<file path="src/rtl/msr_write_unit.sv">
module msr_write_unit #(
  parameter logic [0:63] RESET_VALUE = 64'h1000_0002_0040_1001
) (
  input  logic        clk,
  input  logic        rst_n,
  input  logic        wr_en,
  input  logic        wide_form,
  input  logic        l_flag,
  input  logic [0:63] src_op,
  output logic [0:63] msr_out
);

  function automatic logic [0:63] span(input int lo, input int hi);
    logic [0:63] m;
    m = '0;
    for (int k = 0; k < 64; k++)
      if (k >= lo && k <= hi) m[k] = 1'b1;
    return m;
  endfunction

  localparam logic [0:63] LOW_COPY  = span(32, 40) | span(42, 47) | span(49, 50)
                                    | span(52, 57) | span(60, 62);
  localparam logic [0:63] HIGH_COPY = span(0, 2) | span(4, 28);

  logic [0:63] msr_q, nxt, copy_mask;
  logic        keep_state;

  assign copy_mask  = LOW_COPY | (wide_form ? HIGH_COPY : 64'd0);
  assign keep_state = (msr_q[29:31] == 3'b010) && (src_op[29:31] == 3'b000);

  always_comb begin
    nxt = msr_q;
    if (l_flag) begin
      nxt[48] = src_op[48];
      nxt[62] = src_op[62];
    end else begin
      nxt = (msr_q & ~copy_mask) | (src_op & copy_mask);
      nxt[48] = src_op[48] | src_op[49];
      nxt[58] = src_op[58] | src_op[49];
      nxt[59] = src_op[59] | src_op[49];
      if (wide_form && !keep_state) nxt[29:31] = src_op[29:31];
    end
  end

  always_ff @(posedge clk) begin
    if (!rst_n)     msr_q <= RESET_VALUE;
    else if (wr_en) msr_q <= nxt;
  end

  assign msr_out = msr_q;

  AST_L_TWO_BITS: assert property (@(posedge clk) disable iff (!rst_n)
    wr_en && l_flag |=> msr_q[48] == $past(src_op[48]) && msr_q[62] == $past(src_op[62]));
  AST_FORCE_ON: assert property (@(posedge clk) disable iff (!rst_n)
    wr_en && !l_flag && src_op[49] |=> msr_q[48] && msr_q[58] && msr_q[59]);
  AST_FIXED_BITS: assert property (@(posedge clk) disable iff (!rst_n)
    1'b1 |=> msr_q[3] == $past(msr_q[3]) && msr_q[41] == $past(msr_q[41])
          && msr_q[51] == $past(msr_q[51]) && msr_q[63] == $past(msr_q[63]));
  AST_GUARD_HOLD: assert property (@(posedge clk) disable iff (!rst_n)
    wr_en && wide_form && !l_flag && msr_q[29:31] == 3'b010 && src_op[29:31] == 3'b000
    |=> msr_q[29:31] == 3'b010);
  AST_NARROW_UPPER: assert property (@(posedge clk) disable iff (!rst_n)
    wr_en && !wide_form |=> msr_q[0:31] == $past(msr_q[0:31]));
  AST_IDLE_HOLD: assert property (@(posedge clk) disable iff (!rst_n)
    !wr_en |=> $stable(msr_q));

endmodule

</file>
<file path="config.mk">
export PLATFORM = sky130hd
export DESIGN_NAME = msr_write_unit
export DESIGN_NICKNAME = d
export VERILOG_FILES = /design/src/rtl/msr_write_unit.sv
export SDC_FILE = /design/constraint.sdc
export NUM_CORES = 1
export LEC_CHECK = 0
export ABC_AREA = 1
export BUFFER_PORTS_ARGS = -buffer_cell sky130_fd_sc_hd__buf_4
export CELL_PAD_IN_SITES_DETAIL_PLACEMENT = 0
export CELL_PAD_IN_SITES_GLOBAL_PLACEMENT = 1
export CORE_AREA = 2 2 91 93
export DETAILED_ROUTE_END_ITERATION = 10
export DIE_AREA = 0 0 93 95
export HOLD_SLACK_MARGIN = 0.03
export PLACE_DENSITY = 0.79
export SETUP_SLACK_MARGIN = 0.1
export SLEW_MARGIN = 0
export SYNTH_ARGS = -nofsm -noshare
export SYNTH_HDL_FRONTEND = slang
export SYNTH_SLANG_ARGS = --single-unit
</file>
<file path="constraint.sdc">
create_clock -name clk -period 1.35 [get_ports clk]
set_clock_uncertainty 0.15 [all_clocks]
set_input_delay 0.0675 -clock clk [delete_from_list [all_inputs] [get_ports clk]]
set_output_delay 0.0675 -clock clk [all_outputs]
set_load 0.005 [all_outputs]
</file>
== Word level (Yosys, flattened, before mapping) ==
Cells that the tools add are included.
Word-level totals
  output and inout port bits: 64
  bits of input ports: 69
  register bits: 64
Cells by class
  muxes and demuxes: 4
  equal/unequal tests: 1
  bitwise gates (word level): 8
  reductions and logical operators: 5
Operators with widths (number)
  AND 64 bit: 2
  two-way mux 64 bit: 1
  inverter 64 bit: 1
  bitwise OR 64 bit: 1
  == test 3 x 2 -> 1 bit, second input constant: 1
  logical NOT 3 bit: 1
  two-way mux 3 bit: 1
  bitwise OR 1 bit: 3
  logical AND 1 bit: 2
  two-way mux 1 bit: 2
  AND reduction 2 bit: 1
  logical NOT 1 bit: 1
  inverter 1 bit: 1

== Logic depth before layout (Yosys ltp) ==
Gate-level depths: netlist of run 1.
  depth after elaboration: 5
  mapped depth: 8

== Worst setup path before layout of run 1 ==
Ideal clock, no wire load.
  kind: reg-to-reg
  from: register msr_q, in the netlist msr_out[30]
  to: register msr_q, in the netlist msr_out[31]
  cell stages (with the launch flop): 6
  required time: 1.085 ns
  setup time: 0.115 ns
  arrival: 0.745 ns
  path buffers: 0
  setup slack: 0.340 ns
  period minus slack after synthesis: 1.010 ns
  cells stage by stage: dfxtp_1 -> inv_1 -> nor2_1 -> nand3_1 -> a21oi_1 -> nor2_1
Between the ends
  cells in the longest elaborated chain, start to end: 5
Ends and longest elaborated chain
  start: declaration: line 25  | logic [0:63] msr_q, nxt, copy_mask;
  start signal: assignment: line 47  | else if (wr_en) msr_q <= nxt;
  == test 3 x 2 -> 1 bit: line 29  | assign keep_state = (msr_q[29:31] == 3'b010) && (src_op[29:31] == 3'b000);
  logical AND 1 bit: line 29
  logical NOT 1 bit: line 41  | if (wide_form && !keep_state) nxt[29:31] = src_op[29:31];
  logical AND 1 bit: line 41
  two-way mux 3 bit: line 41
Every way passes these cells.
A chain may end at the register's enable or synchronous reset.

==> results of run 1 <==
[worst min-delay path, cell delays in order]
cell and delay [ps]:
buf_4 90, nand2_2 70, buf_4 210, nand2_1 80, a21oi_1 50
[synth_stat cells]
cell type,instances
nor2_1,110
dfxtp_1,60
o21ai_0,55
nand2_1,11
clkbuf_1,7
buf_4,6
inv_1,6
a21oi_1,5
buf_2,5
nand3_1,4
buf_6,3
inv_2,2
a31oi_1,1
conb_1,1
nand2_2,1
nor2_4,1
[report_power, final]
part	internal [uW]	switching (uW)
Combinational	431	261
Clock	899	722
Sequential	1870	53.8
[worst max-delay path by stage]
stage                   to   startpoint  slack [ps]
2_1_floorplan  msr_out[31]  msr_out[30]         340
3_3_place_gp   msr_out[33]        wr_en          90
3_5_place_dp   msr_out[35]        wr_en          90
4_1_cts        msr_out[43]        rst_n         210
5_1_grt           register        rst_n         110
6_report       msr_out[37]        rst_n         180
[final cells by class]
cell class	instances	area, sq um	share of cell area [%]
clock buffer	10	138	3.45
clock inverter	6	63.8	1.60
inverter	8	30.0	0.752
multi-input combinational	192	813	20.4
sequential	60	1200	30.1
tap	105	131	3.29
timing repair buffer	191	1610	40.4
[logic make-up (layout without fill, tap and decap cells)]
| logic type | after synthesis | in the layout | synth area share (%) |
|---|---|---|---|
| simple gates | 127 | 127 | 22.7 |
| compound gates | 61 | 61 | 14.2 |
| other cells | 1 | 4 | 0.173 |
| flops | 60 | 60 | 55.5 |
| buf+inv | 29 | 215 | 7.40 |
[metrics by stage]
stage | cell area, sq um | hold slack [ps] | utilization (%)
final | 3990 | 137 | 50.3
after global routing | 3990 | 146 | 50.3
after CTS | 3990 | 124 | 50.3
after detailed placement | 3170 | 146 | 40.0
after global placement | 3170 | 140 | 40.0
after floorplan | 2170 | 52.4 | -
[routing by layer]
layer	track usage [%]	up-vias
met2	26.8	92
met3	4.15	10
li1	-	1249
met5	0	-
met1	17.9	1078
met4	5.51	0
==> flow_summary.toml, run 1 <==
[layout]
fin_nets = 531
fin_cells = 572
num_antenna_cells = 0
final_cell_mix = "buf_4, nor2_1, dlygate4sd3_1, dfxtp_1, o21ai_0"
area_delta_synth_final_pct = 84.5
layout-drive-gt1-share_pct = 31.9
fillers = 762
final_common_cell = "buf_4"

[place]
dp.cells = 494
numPortBuffers = 124
gp_congestion = 0.707
pre_cts_ws_ps = 86.8
dp_hpwl_mm = 4.25

[routing]
drt_iter0_drc = 86
final_antenna_net_count = 0
routed_wl_mm = 6.77
routed_via_density = 4.25
dr_total_vias = 2429
met3_length_um = 460
wl_per_cell_um = 11.8
top_layer = "met4"
drc = 0
routed-wl-met2_mm = 3.34
drt_pass1_iterations = 4
met1_length_mm = 2.88

[timing]
fin_crit_ps = 1170
fin_tns_setup_ps = 0
setup_viol = 0
finalWorstSetupSlack_ps = 176
hold_violations = 0
tightest_slew_ps = 514
rsz0062_at_grt = "no"
max_freq_ghz = 0.852
drv_slew = 0
period_share_pct = 87.0
slew_headroom_pct = 65.7

[critical_path]
worst-path-buf-inv = 3
required_ps = 1450
cp.arrival_ps = 1280
path_max_fanout = 37
slowest_delay_ps = 530
cp.depth = 5
reg2reg_to = "msr_out[31]"
regToRegSetupSlack_ps = 270
ff2ff_path_depth = 5
slowest_stage = "dlygate4sd3_1"
critPathTopFamily = "buffers and inverters"
worstReg2RegStart = "msr_out[30]"
path_cells = "dlygate4sd3_1 > buf_4 > buf_12 > o21ai_0 > nor2_1"
crit_path_start_kind = "primary input"
worstSetupEndpointType = "register"
crit_type = "primary input to register"

[synth]
syn_area_sq_um = 2160
ys_seq_area_share_pct = 55.5
synth_area_leader_cell = "dfxtp_1"
synth_warnings = 0
syn-instance-count = 278
synth_seq_cells = 60
synth.area.top_cells = "dfxtp_1, nor2_1, o21ai_0, buf_4, nand2_1"
avgSynthCellArea_sq_um = 7.78
synth_top_area_share_pct = 55.5
yosysUniqueCellTypes = 16

[clock_tree]
clk_latency_ps = 330
cts-root-buf = "clkbuf_8"
path_clk_slew_ps = 70
h-tree-depth = 3
cts_tree = "yes"
post-cts-setup-buffers = 0
cts_buffer_depth = 2
cts_buffers = 9
ctsHoldBuffers = 62
cts_resized = 0
clock-sinks = 60

[power_and_ir_drop]
ir_drop_mv = 0.463
power_uw = 4240
leakage_uw = 0.00190
power_density_nw_per_um2 = 1060

[die]
rows = 33
pin_count = 133
core_sq_um = 7930
die_width_um = 93
dieArea_sq_um = 8840
die_h_um = 95
initial_utilization_pct = 27.3

[grt]
overflow = 0
antenna_found_initial = 0
grt_pass1_wl_mm = 10.8
grt_max_degree = 38
grt_pass1_vias = 2355
grtUsageTotal_pct = 15.2

[run]
drv_cap = 0

[worst_hold_path]
worstHoldStart = "wr_en"
hp-class = "primary input to register"
holdPathStages = 5
whs_endpoint = "msr_out[49]"

[run_status]
status = "finished, final reports clean"
(Power assumes the default switching activity.)
==> run 2: changes to the inputs <==
--- a/config.mk
+++ b/config.mk
@@ -9,11 +9,12 @@
 export BUFFER_PORTS_ARGS = -buffer_cell sky130_fd_sc_hd__buf_4
 export CELL_PAD_IN_SITES_DETAIL_PLACEMENT = 0
 export CELL_PAD_IN_SITES_GLOBAL_PLACEMENT = 1
-export CORE_AREA = 2 2 91 93
+export CORE_AREA = 2 2 93 95
 export DETAILED_ROUTE_END_ITERATION = 10
-export DIE_AREA = 0 0 93 95
+export DIE_AREA = 0 0 95 97
 export HOLD_SLACK_MARGIN = 0.03
-export PLACE_DENSITY = 0.79
+export PLACE_DENSITY = 0.76
+export REMOVE_ABC_BUFFERS = 1
 export SETUP_SLACK_MARGIN = 0.1
 export SLEW_MARGIN = 0
 export SYNTH_ARGS = -nofsm -noshare
==> run 2 against run 1 <==
Routed wire length increased by 0.86%. Cell area grew 1.5%. First-iteration DRC count down 21%. Register-to-register slack better by 20 ps. Maximum frequency grew 1.1%. Critical path depth unchanged. Non-clock buffer count rose by 1. Global-route usage is 0.39 points lower. Worst hold slack worse by 71 ps. Combinational power up 1%.
==> flow_summary.toml, run 2 (synthesis gave the netlist of run 1 again) <==
[run_status]
status = "finished, final reports clean"

[routing]
routed_wl_mm = 6.83
drc = 0
wl_per_cell_um = 11.9
routed_via_density = 4.28
drt_iter0_drc = 68
dr_total_vias = 2454
final_antenna_net_count = 0
drt_pass1_iterations = 4

[grt]
grt_pass1_vias = 2472
overflow = 0
grtUsageTotal_pct = 14.9
grt_max_degree = 34
grt_pass1_wl_mm = 10.9
antenna_found_initial = 0

[power_and_ir_drop]
ir_drop_mv = 0.741
power_uw = 4500
leakage_uw = 0.00193
power_density_nw_per_um2 = 1110

[clock_tree]
h-tree-depth = 3
path_clk_slew_ps = 70
cts-root-buf = "clkbuf_8"
clk_latency_ps = 320
cts_buffer_depth = 2
cts_buffers = 9
cts_tree = "yes"
clock-sinks = 60

[run]
drv_cap = 0

[critical_path]
crit_type = "primary input to register"
cp.arrival_ps = 1270
path_max_fanout = 28
worstSetupEndpointType = "register"
crit_path_start_kind = "primary input"
required_ps = 1460

[layout]
final_area_sq_um = 4050
fin_nets = 532
regArea_sq_um = 1200
area_delta_synth_final_pct = 87.3
final_common_cell = "buf_4"
multi_input_area_sq_um = 813
num_antenna_cells = 0
final_cell_mix = "buf_4, nor2_1, dlygate4sd3_1, dfxtp_1, o21ai_0"
fillers = 749
layout-drive-gt1-share_pct = 31.8

[die]
dieArea_sq_um = 9220
initial_utilization_pct = 26.6
pin_count = 133
die_width_um = 95
rows = 33
die_h_um = 97
core_sq_um = 8130

[timing]
holdWs_ps = 66.5
setup_viol = 0
hold_violations = 0
fin_tns_setup_ps = 0
tightest_slew_ps = 514
drv_slew = 0
fin_crit_ps = 1160
period_share_pct = 86.0
rsz0062_at_grt = "no"
max_freq_ghz = 0.862
slew_headroom_pct = 65.7

[place]
dp_hpwl_mm = 4.02
post_dp_cell_area_sq_um = 3180
gp_congestion = 0.734
numPortBuffers = 124

[worst_hold_path]
hp-class = "primary input to register"
-- run 2: worst paths after layout --
path | from | to | slack (ps) | cells past startpoint
worst max-delay path | rst_n | register | 190 | 5
worst min-delay path | l_flag | msr_out[59] | 70 | 6
worst max register to register | msr_out[30] | msr_out[31] | 290 | 5
worst min register to register | msr_out[49] | msr_out[49] | 320 | 2
-- run 2: power breakdown --
part	switching, uW	internal (uW)	leakage, uW
clock	684	1180	0.000122
combinational	264	438	0.00132
sequential	52.3	1870	0.000493
total	1000	3500	0.00193
-- run 2: routing by layer --
layer	vias up	part of all wire, %	GRT usage [%]
li1	1243	-	-
met1	1106	43	16.3
met2	95	49	25.8
met3	10	7.0	6.15
met4	0	1.2	4.35
met5	-	0	0
-- run 2: stage by stage --
stage / util [%] / cells / setup slack (ps)
2_1_floorplan: - / 260 / -51.7
3_3_place_gp: 39.1 / 494 / 77.5
3_5_place_dp: 39.1 / 494 / 71.7
4_1_cts: 49.8 / 573 / 193
5_1_grt: 49.8 / 573 / 137
6_report: 49.8 / 573 / 189
-- run 2: timing repair --
item / 4_1_cts / 5_1_grt
gates resized for setup: 0 / 1
hold buffers: 63 / 0
endpoints found under the setup margin: 0 / 1
hold endpoints to repair: 60 / 0
buffers inserted: 0 / 0
-- run 2: worst max-delay path: stages --
cell	delay, ps
dlygate4sd3_1	540
buf_6	230
buf_12	190
o21ai_0	110
nor2_1	120
-- run 2: layout make-up --
cell class / count / area share, %
well taps: 105 / 3.24
repair buffers: 192 / 40.5
clock inverters: 4 / 1.73
flip-flops and latches: 60 / 29.6
inverters: 8 / 0.741
clock buffers: 12 / 4.08
multi-input cells: 192 / 20.1
